## src/rtl/icu_pkg.sv

```systemverilog
package icu_pkg;
  localparam int unsigned FIELD_W = 10;
  localparam int unsigned THR_LSB = 0;
  localparam int unsigned WB_LSB  = 16;
  localparam int unsigned WORD_W  = 32;

  typedef enum logic [1:0] {
    SEL_NONE = 2'b00,
    SEL_THR  = 2'b01,
    SEL_WB   = 2'b10,
    SEL_BOTH = 2'b11
  } field_sel_e;
endpackage

```

## src/rtl/icu_sat_cnt.sv

```systemverilog
module icu_sat_cnt #(
  parameter int unsigned W = 10
) (
  input  logic         clk_i,
  input  logic         rst_ni,
  input  logic         inc_i,
  input  logic         clr_i,
  output logic [W-1:0] cnt_o,
  output logic [W-1:0] sum_o
);
  localparam logic [W-1:0] MAX = {W{1'b1}};

  logic [W-1:0] cnt_q;

  // sum_o is the value after this cycle's increment, before any clear
  assign sum_o = (inc_i && cnt_q != MAX) ? cnt_q + W'(1) : cnt_q;
  assign cnt_o = cnt_q;

  always_ff @(posedge clk_i or negedge rst_ni) begin
    if (!rst_ni)    cnt_q <= '0;
    else if (clr_i) cnt_q <= '0;
    else            cnt_q <= sum_o;
  end
endmodule

```

## src/rtl/icu_cfg_bank.sv

```systemverilog
module icu_cfg_bank #(
  parameter int unsigned N_CH    = 4,
  parameter int unsigned FIELD_W = icu_pkg::FIELD_W,
  parameter int unsigned THR_LSB = icu_pkg::THR_LSB,
  parameter int unsigned WB_LSB  = icu_pkg::WB_LSB,
  parameter int unsigned WORD_W  = icu_pkg::WORD_W,
  localparam int unsigned CH_W   = (N_CH > 1) ? $clog2(N_CH) : 1
) (
  input  logic                            clk_i,
  input  logic                            rst_ni,
  input  logic                            we_i,
  input  logic [CH_W-1:0]                 ch_i,
  input  logic [1:0]                      be_i,
  input  logic [WORD_W-1:0]               wdata_i,
  output logic [N_CH-1:0][FIELD_W-1:0]    thr_o,
  output logic [N_CH-1:0][FIELD_W-1:0]    wb_o
);
  logic [FIELD_W-1:0] thr_new, wb_new;
  logic               unused_bits;

  assign thr_new = wdata_i[THR_LSB +: FIELD_W];
  assign wb_new  = wdata_i[WB_LSB  +: FIELD_W];
  assign unused_bits = ^{wdata_i};

  for (genvar c = 0; c < N_CH; c++) begin : g_ch
    logic hit;
    assign hit = we_i && (ch_i == CH_W'(c));

    always_ff @(posedge clk_i or negedge rst_ni) begin
      if (!rst_ni) begin
        thr_o[c] <= '0;
        wb_o[c]  <= '0;
      end else if (hit) begin
        if (be_i[0]) thr_o[c] <= thr_new;
        if (be_i[1]) wb_o[c]  <= wb_new;
      end
    end
  end
endmodule

```

## src/rtl/icu_chan.sv

```systemverilog
module icu_chan #(
  parameter int unsigned FIELD_W = icu_pkg::FIELD_W
) (
  input  logic               clk_i,
  input  logic               rst_ni,
  input  logic               pkt_i,
  input  logic               tick_i,
  input  logic               ack_i,
  input  logic [FIELD_W-1:0] thr_i,
  input  logic [FIELD_W-1:0] wb_i,
  output logic               irq_o
);
  logic               pend_q, tmr_on_q;
  logic [FIELD_W-1:0] pkt_cnt, pkt_sum, tmr_cnt, tmr_sum;
  logic               hit_cnt, hit_tmr, fire;
  logic               unused_cnt;

  icu_sat_cnt #(.W(FIELD_W)) u_pkt (
    .clk_i, .rst_ni,
    .inc_i (pkt_i),
    .clr_i (fire),
    .cnt_o (pkt_cnt),
    .sum_o (pkt_sum)
  );

  // timer held at zero while idle; the start tick is not counted
  icu_sat_cnt #(.W(FIELD_W)) u_tmr (
    .clk_i, .rst_ni,
    .inc_i (tick_i && tmr_on_q),
    .clr_i (fire || !tmr_on_q),
    .cnt_o (tmr_cnt),
    .sum_o (tmr_sum)
  );

  assign unused_cnt = ^{pkt_cnt, tmr_cnt};

  assign hit_cnt = (thr_i != '0) && (pkt_sum >= thr_i);
  assign hit_tmr = (wb_i  != '0) && tmr_on_q && (tmr_sum >= wb_i);
  // evaluated only while idle; a hit during pending waits for the ack
  assign fire    = !pend_q && (hit_cnt || hit_tmr);

  always_ff @(posedge clk_i or negedge rst_ni) begin
    if (!rst_ni) begin
      pend_q   <= 1'b0;
      tmr_on_q <= 1'b0;
    end else begin
      if (fire)       pend_q <= 1'b1;
      else if (ack_i) pend_q <= 1'b0;

      if (fire)       tmr_on_q <= 1'b0;
      else if (pkt_i) tmr_on_q <= 1'b1;
    end
  end

  assign irq_o = pend_q;
endmodule

```

## src/rtl/irq_coalesce.sv

```systemverilog
module irq_coalesce #(
  parameter int unsigned N_CH    = 4,
  parameter int unsigned FIELD_W = icu_pkg::FIELD_W,
  parameter int unsigned THR_LSB = icu_pkg::THR_LSB,
  parameter int unsigned WB_LSB  = icu_pkg::WB_LSB,
  parameter int unsigned WORD_W  = icu_pkg::WORD_W,
  localparam int unsigned CH_W   = (N_CH > 1) ? $clog2(N_CH) : 1
) (
  input  logic              clk_i,
  input  logic              rst_ni,
  input  logic              cfg_we_i,
  input  logic [CH_W-1:0]   cfg_ch_i,
  input  logic [1:0]        cfg_be_i,
  input  logic [WORD_W-1:0] cfg_wdata_i,
  input  logic [N_CH-1:0]   pkt_done_i,
  input  logic              ms_tick_i,
  input  logic [N_CH-1:0]   irq_ack_i,
  output logic [N_CH-1:0]   irq_o
);
  logic [N_CH-1:0][FIELD_W-1:0] thr_w, wb_w;

  icu_cfg_bank #(
    .N_CH(N_CH), .FIELD_W(FIELD_W), .THR_LSB(THR_LSB),
    .WB_LSB(WB_LSB), .WORD_W(WORD_W)
  ) u_cfg (
    .clk_i, .rst_ni,
    .we_i    (cfg_we_i),
    .ch_i    (cfg_ch_i),
    .be_i    (cfg_be_i),
    .wdata_i (cfg_wdata_i),
    .thr_o   (thr_w),
    .wb_o    (wb_w)
  );

  for (genvar c = 0; c < N_CH; c++) begin : g_chan
    icu_chan #(.FIELD_W(FIELD_W)) u_chan (
      .clk_i, .rst_ni,
      .pkt_i  (pkt_done_i[c]),
      .tick_i (ms_tick_i),
      .ack_i  (irq_ack_i[c]),
      .thr_i  (thr_w[c]),
      .wb_i   (wb_w[c]),
      .irq_o  (irq_o[c])
    );
  end
endmodule

```

## config.mk

```make
export PLATFORM = sky130hd
export DESIGN_NAME = irq_coalesce
export DESIGN_NICKNAME = d
export VERILOG_FILES = /design/src/rtl/icu_pkg.sv /design/src/rtl/icu_sat_cnt.sv /design/src/rtl/icu_cfg_bank.sv /design/src/rtl/icu_chan.sv /design/src/rtl/irq_coalesce.sv
export SDC_FILE = /design/constraint.sdc
export NUM_CORES = 1
export LEC_CHECK = 0
export ABC_AREA = 1
export BUFFER_PORTS_ARGS = -buffer_cell sky130_fd_sc_hd__buf_2
export CAP_MARGIN = 20
export CORE_UTILIZATION = 30
export CTS_CLUSTER_DIAMETER = 150
export DETAILED_ROUTE_END_ITERATION = 16
export PLACE_DENSITY = 0.43
export SYNTH_ARGS = -nofsm -noshare
export SYNTH_HDL_FRONTEND = slang
export SYNTH_SLANG_ARGS = --single-unit
```

## constraint.sdc

```tcl
create_clock -name clk_i -period 8.75 [get_ports clk_i]
set_input_delay 0 -clock clk_i [delete_from_list [all_inputs] [get_ports clk_i]]
set_output_delay 0 -clock clk_i [all_outputs]
set_load 0.01 [all_outputs]
```

==> summary.txt, run 1 <==
Route
  • Routed vias/inst: 4.36
  • Via count: 8,722
  • Total Wirelength: roughly 25,000 µm
  • Post-route DRC: 0
  • Post-route ant nets: 0
  • Initial DRC count: just over 300
  • Initial DRT Pass Iterations: 4
  • DR WL/cell: between 10 and 15 µm

Yosys
  • Syn_nets: 1,607
  • Post-synthesis async set-or-reset flop share: 100%
  • Warnings, synthesis: 0
  • Area of the mapped netlist: between 10,000 and 15,000 µm²
  • Seq cells post-synth: 168
  • Syn_area_per_cell: 7.34 µm²
  • Number of flops mapped to enable cells by yosys: 0
  • Distinct cells, synth: 38
  • Post-Syn Instances: 1,471
  • Dominant synthesized flop cell: dfrtp_1
  • Seq/Total Area, Yosys: 38.9%

Power and ir drop
  • Leakage: 6.60 nW
  • PwrDens: 287 nW/µm²
  • Peak VDD IR: 0.000149 V
  • Total Power: 0.00353 W

Hold path
  • Hold Path Cell Cnt: 3
  • Hold Startpoint: cfg_wdata_i[22]
  • Hold EP: u_cfg.wb_o[16]
  • Worst min path class: in2reg

Run status
  • Failing checks: negative hold slack
  • Status: finished with violations

STA
  • Worst Skew: 12.0 ps
  • Hold Slack: -15.9 ps
  • Max-slew violation count: 0
  • Slew @ Worst Pin: about 900 ps
  • Fmax: 291 MHz
  • Endpoints failing setup: 0
  • Post-layout minimum cycle time: 3430 ps
  • Count of final hold-check violations: 2
  • Post-route setup TNS: 0 ps
  • Final period utilization: approximately 39%
  • Relative slew slack: 41.1%
  • RSZ-0062 raised after global routing: no

Cells and area
  • Layout Area Growth over Synthesis: 14.0%
  • Non-filler cells, final: 2,001
  • Final #Nets: 1,664
  • Layout cells sized above 1: slightly above 8%
  • Most frequent cells in the layout: nand2_1, inv_1, dfrtp_1
  • Diode count: 0
  • Fin util: 34.7%
  • Leading cell type in the layout, fill and taps excluded: nand2_1

GRT
  • Initial antenna violation count: 0
  • Total Routing Usage GR: approximately 15%
  • Total gr overflow: 0
  • Largest net degree at the start of global routing: 66
  • Vias in the first global route: 8,388
  • First-pass GRT wire length: between 40,000 and 50,000 µm

Setup path
  • Largest delay share family, worst path: simple AND/OR/NAND/NOR gates
  • R2r setup slk: ~5300 ps
  • Worst path bufs/invs: 2
  • Reg2reg start: g_chan[0].u_chan.u_pkt.cnt_o[0]
  • CP startpoint kind: flip-flop
  • Kind of capture point of the worst setup path: flip-flop
  • Maximum fanout along the worst path: 15
  • Worst Path Arrival: 3740 ps
  • Worst path max stage delay: roughly 450 ps
  • R2R depth: 21
  • Worst path slowest cell: dfrtp_1
  • Crit-path cells: ha_1, nand3_1, nor3_2, nand3_1, nand2_2, inv_2, or2_0, nand2_1, inv_1, ha_1, nand2_1, nor2_1, nand2_1, nand2_1, nand2_1, nand3_1, nand2_1, nand2_1, nand2_1, nand2_1, nor2_1
  • Crit path top cell by count: nand2_1
  • RR Endpoint: g_chan[0].u_chan.u_tmr.cnt_o[1]
  • Critical path type: reg2reg
  • Critical Path RT: 9060 ps

Placed design
  • Post-DP HPWL: approximately 19,000 µm
  • DP Cell Count: a little under 2,000
  • Port bufs: 39
  • Gp weighted congestion: 0.764

Run
  • Number of max-cap violations: 0

CTS
  • CTS Buffer Depth: 2
  • Clock slew at reported path FFs: 70 ps
  • Clk sinks: 168
  • Worst skew pair latency: 440 ps
  • CTS tree: built
  • Htree depth: 4
  • Post_cts resized: 0
  • Clk root buf: clkbuf_16
  • Cts bufs inserted: 17
  • # Post-CTS Setup Buffers: 0

Floorplan
  • Core area: 35,500 µm²
  • Die ar.: between 30,000 and 40,000 µm²
  • Num rows: 69
  • Starting Density: ~30%
  • I/O pin cnt: 52
  • Die width: around 190 µm
  • Die height: 192 µm
==> worst max path at each step <==
stage | startpoint | to | slack (ps) | cells after the start
after global routing | g_chan[0].u_chan.u_pkt.cnt_o[0] | g_chan[0].u_chan.u_tmr.cnt_o[1] | 4840 | 21
after global placement | g_chan[0].u_chan.u_pkt.cnt_o[0] | g_chan[0].u_chan.tmr_on_q | 5270 | 21
final | g_chan[0].u_chan.u_pkt.cnt_o[0] | g_chan[0].u_chan.u_tmr.cnt_o[1] | 5320 | 21
after detailed placement | g_chan[0].u_chan.u_pkt.cnt_o[0] | g_chan[0].u_chan.u_tmr.cnt_o[3] | 5230 | 21
after floorplan | g_chan[0].u_chan.u_pkt.cnt_o[0] | g_chan[0].u_chan.tmr_on_q | 6000 | 22
after CTS | g_chan[0].u_chan.u_pkt.cnt_o[0] | g_chan[0].u_chan.u_tmr.cnt_o[1] | 5200 | 21
==> what timing repair did <==
| item | 4_1_cts | 5_1_grt |
|---|---|---|
| hold endpoints to repair | 124 | 0 |
| setup endpoints to repair | 0 | 0 |
| hold buffers | 28 | 0 |
==> final cells by class <==
| type | count | area (µm²) |
|---|---|---|
| fill | 3826 | 23200 |
| multi-input combinational | 985 | 5330 |
| sequential | 168 | 4200 |
| inverter | 287 | 1080 |
| tap | 461 | 577 |
| timing repair buffer | 69 | 497 |
| clock buffer | 20 | 467 |
| clock inverter | 11 | 148 |
==> stage by stage <==
stage                     cell area [µm²]  setup WS, ps
final                               12300          5320
after detailed placement            11400          5230
after floorplan                     10800          6000
after CTS                           12300          5200
after global placement              11400          5270
after global routing                12300          4840
==> layer usage <==
metal,wire (µm),share of wire (%),track usage (%)
met5,0,0,0
met3,647,2.6,2.34
met2,11700,46,24.1
met1,12700,50,19.8
met4,265,1.1,3.63
==> sequential cells by signal, summed over array words and instances, names as in the netlist <==
register                   count
u_cfg.wb_o                    40
g_chan.u_chan.u_tmr.cnt_o     40
u_cfg.thr_o                   40
g_chan.u_chan.tmr_on_q         4
g_chan.u_chan.irq_o            4
g_chan.u_chan.u_pkt.cnt_o     40
==> Yosys cell counts, types with 6 or more instances <==
library cell    n  area [µm²]
inv_1         273        1020
a21oi_1        16        80.1
nor2_2          6        37.5
dfrtp_1       168        4200
nand2_2        10        62.6
o21ai_2         6        52.6
inv_2           8        30.0
o21ai_1        28         140
nand3_1        50         250
nor3_1         19        95.1
xnor2_1        10        87.6
xor2_1         46         403
or2_2           6        37.5
nand2_1       394        1480
o21ai_0        97         485
ha_1           88        1100
nor2_1        152         571
nand4_1        20         125
a21o_1          8        60.1
clkbuf_1       16        60.1
==> worst register-to-register path, stage by stage, from the launching register on <==
cell	delay, ps
dfrtp_1	450
ha_1	260
nand3_1	150
nor3_2	180
nand3_1	140
nand2_2	120
inv_2	110
or2_0	220
nand2_1	80
inv_1	50
ha_1	270
nand2_1	40
nor2_1	160
nand2_1	70
nand2_1	70
nand2_1	50
nand3_1	70
nand2_1	100
nand2_1	100
nand2_1	170
nand2_1	380
nor2_1	90
==> cells by family after synthesis <==
group	count (synthesis)	share of synthesized area, %
xor+xnor	56	4.54
simple gates	683	26.8
flops	168	38.9
compound gates	158	7.88
buf+inv	318	11.7
fa+ha+maj	88	10.2
==> power breakdown <==
part / switching [W] / internal (W) / total (W)
Clock: 0.000333 / 0.000470 / 0.000804
Sequential: 0.000233 / 0.00102 / 0.00125
Combinational: 0.000926 / 0.000549 / 0.00148
Total: 0.00149 / 0.00204 / 0.00353
Power figures use the tool's default switching activity.
==> inputs of run 2 (changes only) <==
--- a/config.mk
+++ b/config.mk
@@ -11,7 +11,7 @@
 export CORE_UTILIZATION = 30
 export CTS_CLUSTER_DIAMETER = 150
 export DETAILED_ROUTE_END_ITERATION = 16
-export PLACE_DENSITY = 0.43
+export PLACE_DENSITY = 0.44
 export SYNTH_ARGS = -nofsm -noshare
 export SYNTH_HDL_FRONTEND = slang
 export SYNTH_SLANG_ARGS = --single-unit
==> constraint.sdc (replaced) <==
create_clock -name clk_i -period 2.9 [get_ports clk_i]
set_input_delay 0 -clock clk_i [delete_from_list [all_inputs] [get_ports clk_i]]
set_output_delay 0 -clock clk_i [all_outputs]
set_load 0.01 [all_outputs]
==> run 2 against run 1 <==
The flow now finishes without violations. Sequential cell count unchanged. Die area unchanged. Largest cell class unchanged. Global-route usage increased by 1.1 points. Total power increased to 3.6 times the previous value. Highest routed layer unchanged.
==> summary.txt, run 2 (synthesis gave the netlist of run 1 again) <==
Run status
  • Status: complete, no violations (was finished with violations)

Floorplan
  • I/O pin cnt: 52 (unchanged)
  • Die ar.: 36,800 µm² (unchanged)
  • Die height: 192 µm (unchanged)
  • Die width: 192 µm (unchanged)
  • Starting Density: 30.4% (unchanged)
  • Num rows: 69 (unchanged)
  • Core area: 35,500 µm² (unchanged)

STA
  • Worst Skew: 13.6 ps (was 12.0 ps)
  • Count of final hold-check violations: 0 (was 2)
  • Post-layout minimum cycle time: 2870 ps (was 3430 ps)
  • Endpoints failing setup: 0 (unchanged)
  • Slew @ Worst Pin: 752 ps (was 883 ps)
  • Setup ws final: 34.3 ps (was 5320 ps)
  • Max-slew violation count: 0 (unchanged)
  • RSZ-0062 raised after global routing: yes (was no)
  • Final period utilization: 98.8% (was 39.3%)
  • Relative slew slack: 49.7% (was 41.1%)
  • Fmax: 349 MHz (was 291 MHz)
  • Hold Slack: 108 ps (was -15.9 ps)

GRT
  • First-pass GRT wire length: 45,500 µm (was 41,800 µm)
  • Total Routing Usage GR: 15.7% (was 14.6%)
  • Initial antenna violation count: 0 (unchanged)
  • Vias in the first global route: 9,197 (was 8,388)
  • Largest net degree at the start of global routing: 80 (was 66)
  • Total gr overflow: 0 (unchanged)

Setup path
  • Critical Path RT: 3240 ps (was 9060 ps)
  • Reg2reg start: g_chan[1].u_chan.u_tmr.cnt_o[1] (was g_chan[0].u_chan.u_pkt.cnt_o[0])
  • Crit-path cells: ha_2, nand2_2, nor2_4, nand2_2, nor2_2, nand3_1, nand2_2, buf_12, inv_4, o21ai_4, inv_1, ha_1, nand2_1, nor2_2, nand3_1, nand3_2, nand2_2, nand2_2, nand2_4, nand2_4, buf_6, nor2_1 (was ha_1, nand3_1, nor3_2, nand3_1, nand2_2, inv_2, or2_0, nand2_1, inv_1, ha_1, nand2_1, nor2_1, nand2_1, nand2_1, nand2_1, nand3_1, nand2_1, nand2_1, nand2_1, nand2_1, nor2_1)
  • Maximum fanout along the worst path: 6 (was 15)
  • Critical path type: reg2reg (unchanged)
  • Worst Setup SP: g_chan[1].u_chan.u_tmr.cnt_o[1] (was g_chan[0].u_chan.u_pkt.cnt_o[0])
  • Worst path max stage delay: 360 ps (was 450 ps)
  • Largest delay share family, worst path: simple AND/OR/NAND/NOR gates (unchanged)
  • Crit path top cell by count: nand2_2 (was nand2_1)
  • Worst Path Arrival: 3200 ps (was 3740 ps)
  • Instance count on the critical path: 22 (was 21)
  • R2R depth: 22 (was 21)
  • CP startpoint kind: flip-flop (unchanged)
  • RR Endpoint: g_chan[1].u_chan.u_tmr.cnt_o[3] (was g_chan[0].u_chan.u_tmr.cnt_o[1])
  • R2r setup slk: 30 ps (was 5320 ps)
  • Worst setup endpoint: g_chan[1].u_chan.u_tmr.cnt_o[3] (was g_chan[0].u_chan.u_tmr.cnt_o[1])
  • Worst path bufs/invs: 4 (was 2)
  • Kind of capture point of the worst setup path: flip-flop (unchanged)
  • Worst path slowest cell: dfrtp_1 (unchanged)

Route
  • DR WL/cell: 13.2 µm (was 12.6 µm)
  • Initial DRC count: 362 (was 306)
  • Post-route ant nets: 0 (unchanged)
  • Initial DRT Pass Iterations: 5 (was 4)
  • Via count: 9,444 (was 8,722)
  • Total Wirelength: 28,200 µm (was 25,200 µm)
  • Post-route DRC: 0 (unchanged)
  • Routed vias/inst: 4.43 (was 4.36)

Power and ir drop
  • Peak VDD IR: 0.000425 V (was 0.000149 V)
  • PwrDens: 910 nW/µm² (was 287 nW/µm²)
  • Leakage: 7.37 nW (was 6.60 nW)

CTS
  • Clock slew at reported path FFs: 70 ps (about the same)
  • Htree depth: 4 (unchanged)
  • Clk sinks: 168 (unchanged)
  • Cts bufs inserted: 17 (unchanged)
  • CTS tree: built (unchanged)
  • Worst skew pair latency: 440 ps (about the same)
  • Clk root buf: clkbuf_16 (unchanged)
  • CTS Buffer Depth: 2 (unchanged)

Hold path
  • Worst min path class: in2async (was in2reg)

Placed design
  • Dpl ws: -134 ps (was 5230 ps)
  • Port bufs: 39 (unchanged)
  • Post-DP HPWL: 20,000 µm (was 18,800 µm)
  • Gp weighted congestion: 0.771 (was 0.764)
  • DP Cell Count: 2,034 (was 1,942)

Cells and area
  • Leading cell type in the layout, fill and taps excluded: nand2_1 (unchanged)
  • Non-filler cells, final: 2,133 (was 2,001)
  • Filler Cells Inserted: 3,759 (was 3,826)
  • Layout cells sized above 1: 23.9% (was 8.12%)
  • Fin util: 39.8% (was 34.7%)
  • Final #Nets: 1,795 (was 1,664)
  • Layout Area Growth over Synthesis: 30.9% (was 14.0%)
  • Diode count: 0 (unchanged)
  • Most frequent cells in the layout: nand2_1, inv_1, dfrtp_1 (unchanged)

Run
  • Number of max-cap violations: 0 (unchanged)
==> run 2: area by class of cell <==
type                            count  area, µm²  area share, %
Clock buffer                       20        457           3.23
Clock inverter                     12        118          0.832
Inverter                          287       1110           7.89
Multi-Input combinational cell    987       6090           43.1
Sequential cell                   168       4210           29.8
Tap cell                          461        577           4.08
Timing Repair Buffer              196       1560           11.0
Timing Repair inverter              2       10.0         0.0708
==> run 2: layer usage <==
metal  vias to the layer above  GRT usage [%]  part of all wire, %
met4                         0           3.36                  1.1
li1                       4919              -                    -
met1                      4411           21.3                   49
met2                        90           25.9                   47
met5                         -              0                    0
met3                        24           2.65                  2.4
==> run 2: report_power, final <==
group | total, W | switching, W | leakage (nW) | internal (W)
Sequential | 0.00378 | 0.000713 | 2.15 | 0.00307
Combinational | 0.00677 | 0.00377 | 4.94 | 0.00300
Clock | 0.00231 | 0.00107 | 0.282 | 0.00124
==> run 2: worst min-delay path by stage <==
stage	cells past startpoint	endpoint	slack, ps	startpoint
finish	2	g_chan[3].u_chan.u_tmr.cnt_o[3]	110	rst_ni
detailed placement	1	g_chan[3].u_chan.u_tmr.cnt_o[3]	40	rst_ni
floorplan	0	g_chan[0].u_chan.irq_o	-300	rst_ni
global route	2	g_chan[3].u_chan.u_tmr.cnt_o[3]	180	rst_ni
CTS	2	g_chan[3].u_chan.u_tmr.cnt_o[3]	130	rst_ni
global placement	1	g_chan[3].u_chan.u_tmr.cnt_o[3]	40	rst_ni
==> run 2: what timing repair did <==
action | CTS | global route
gates resized for setup | 22 | 206
endpoints found under the hold margin | 147 | 0
hold buffers | 29 | 0
cloned | 2 | 6
buffers inserted | 10 | 21
setup endpoints to repair | 67 | 88
pin swaps | 8 | 57
==> run 2: per-stage QoR <==
step,TNS (ps),total power (W),cell area [µm²]
floorplan,0,0.00715,10800
global placement,-2620,0.00900,12100
detailed placement,-2550,0.00907,12100
CTS,-15.7,0.0116,13200
global route,-5300,0.0141,14100
finish,0,0.0129,14100
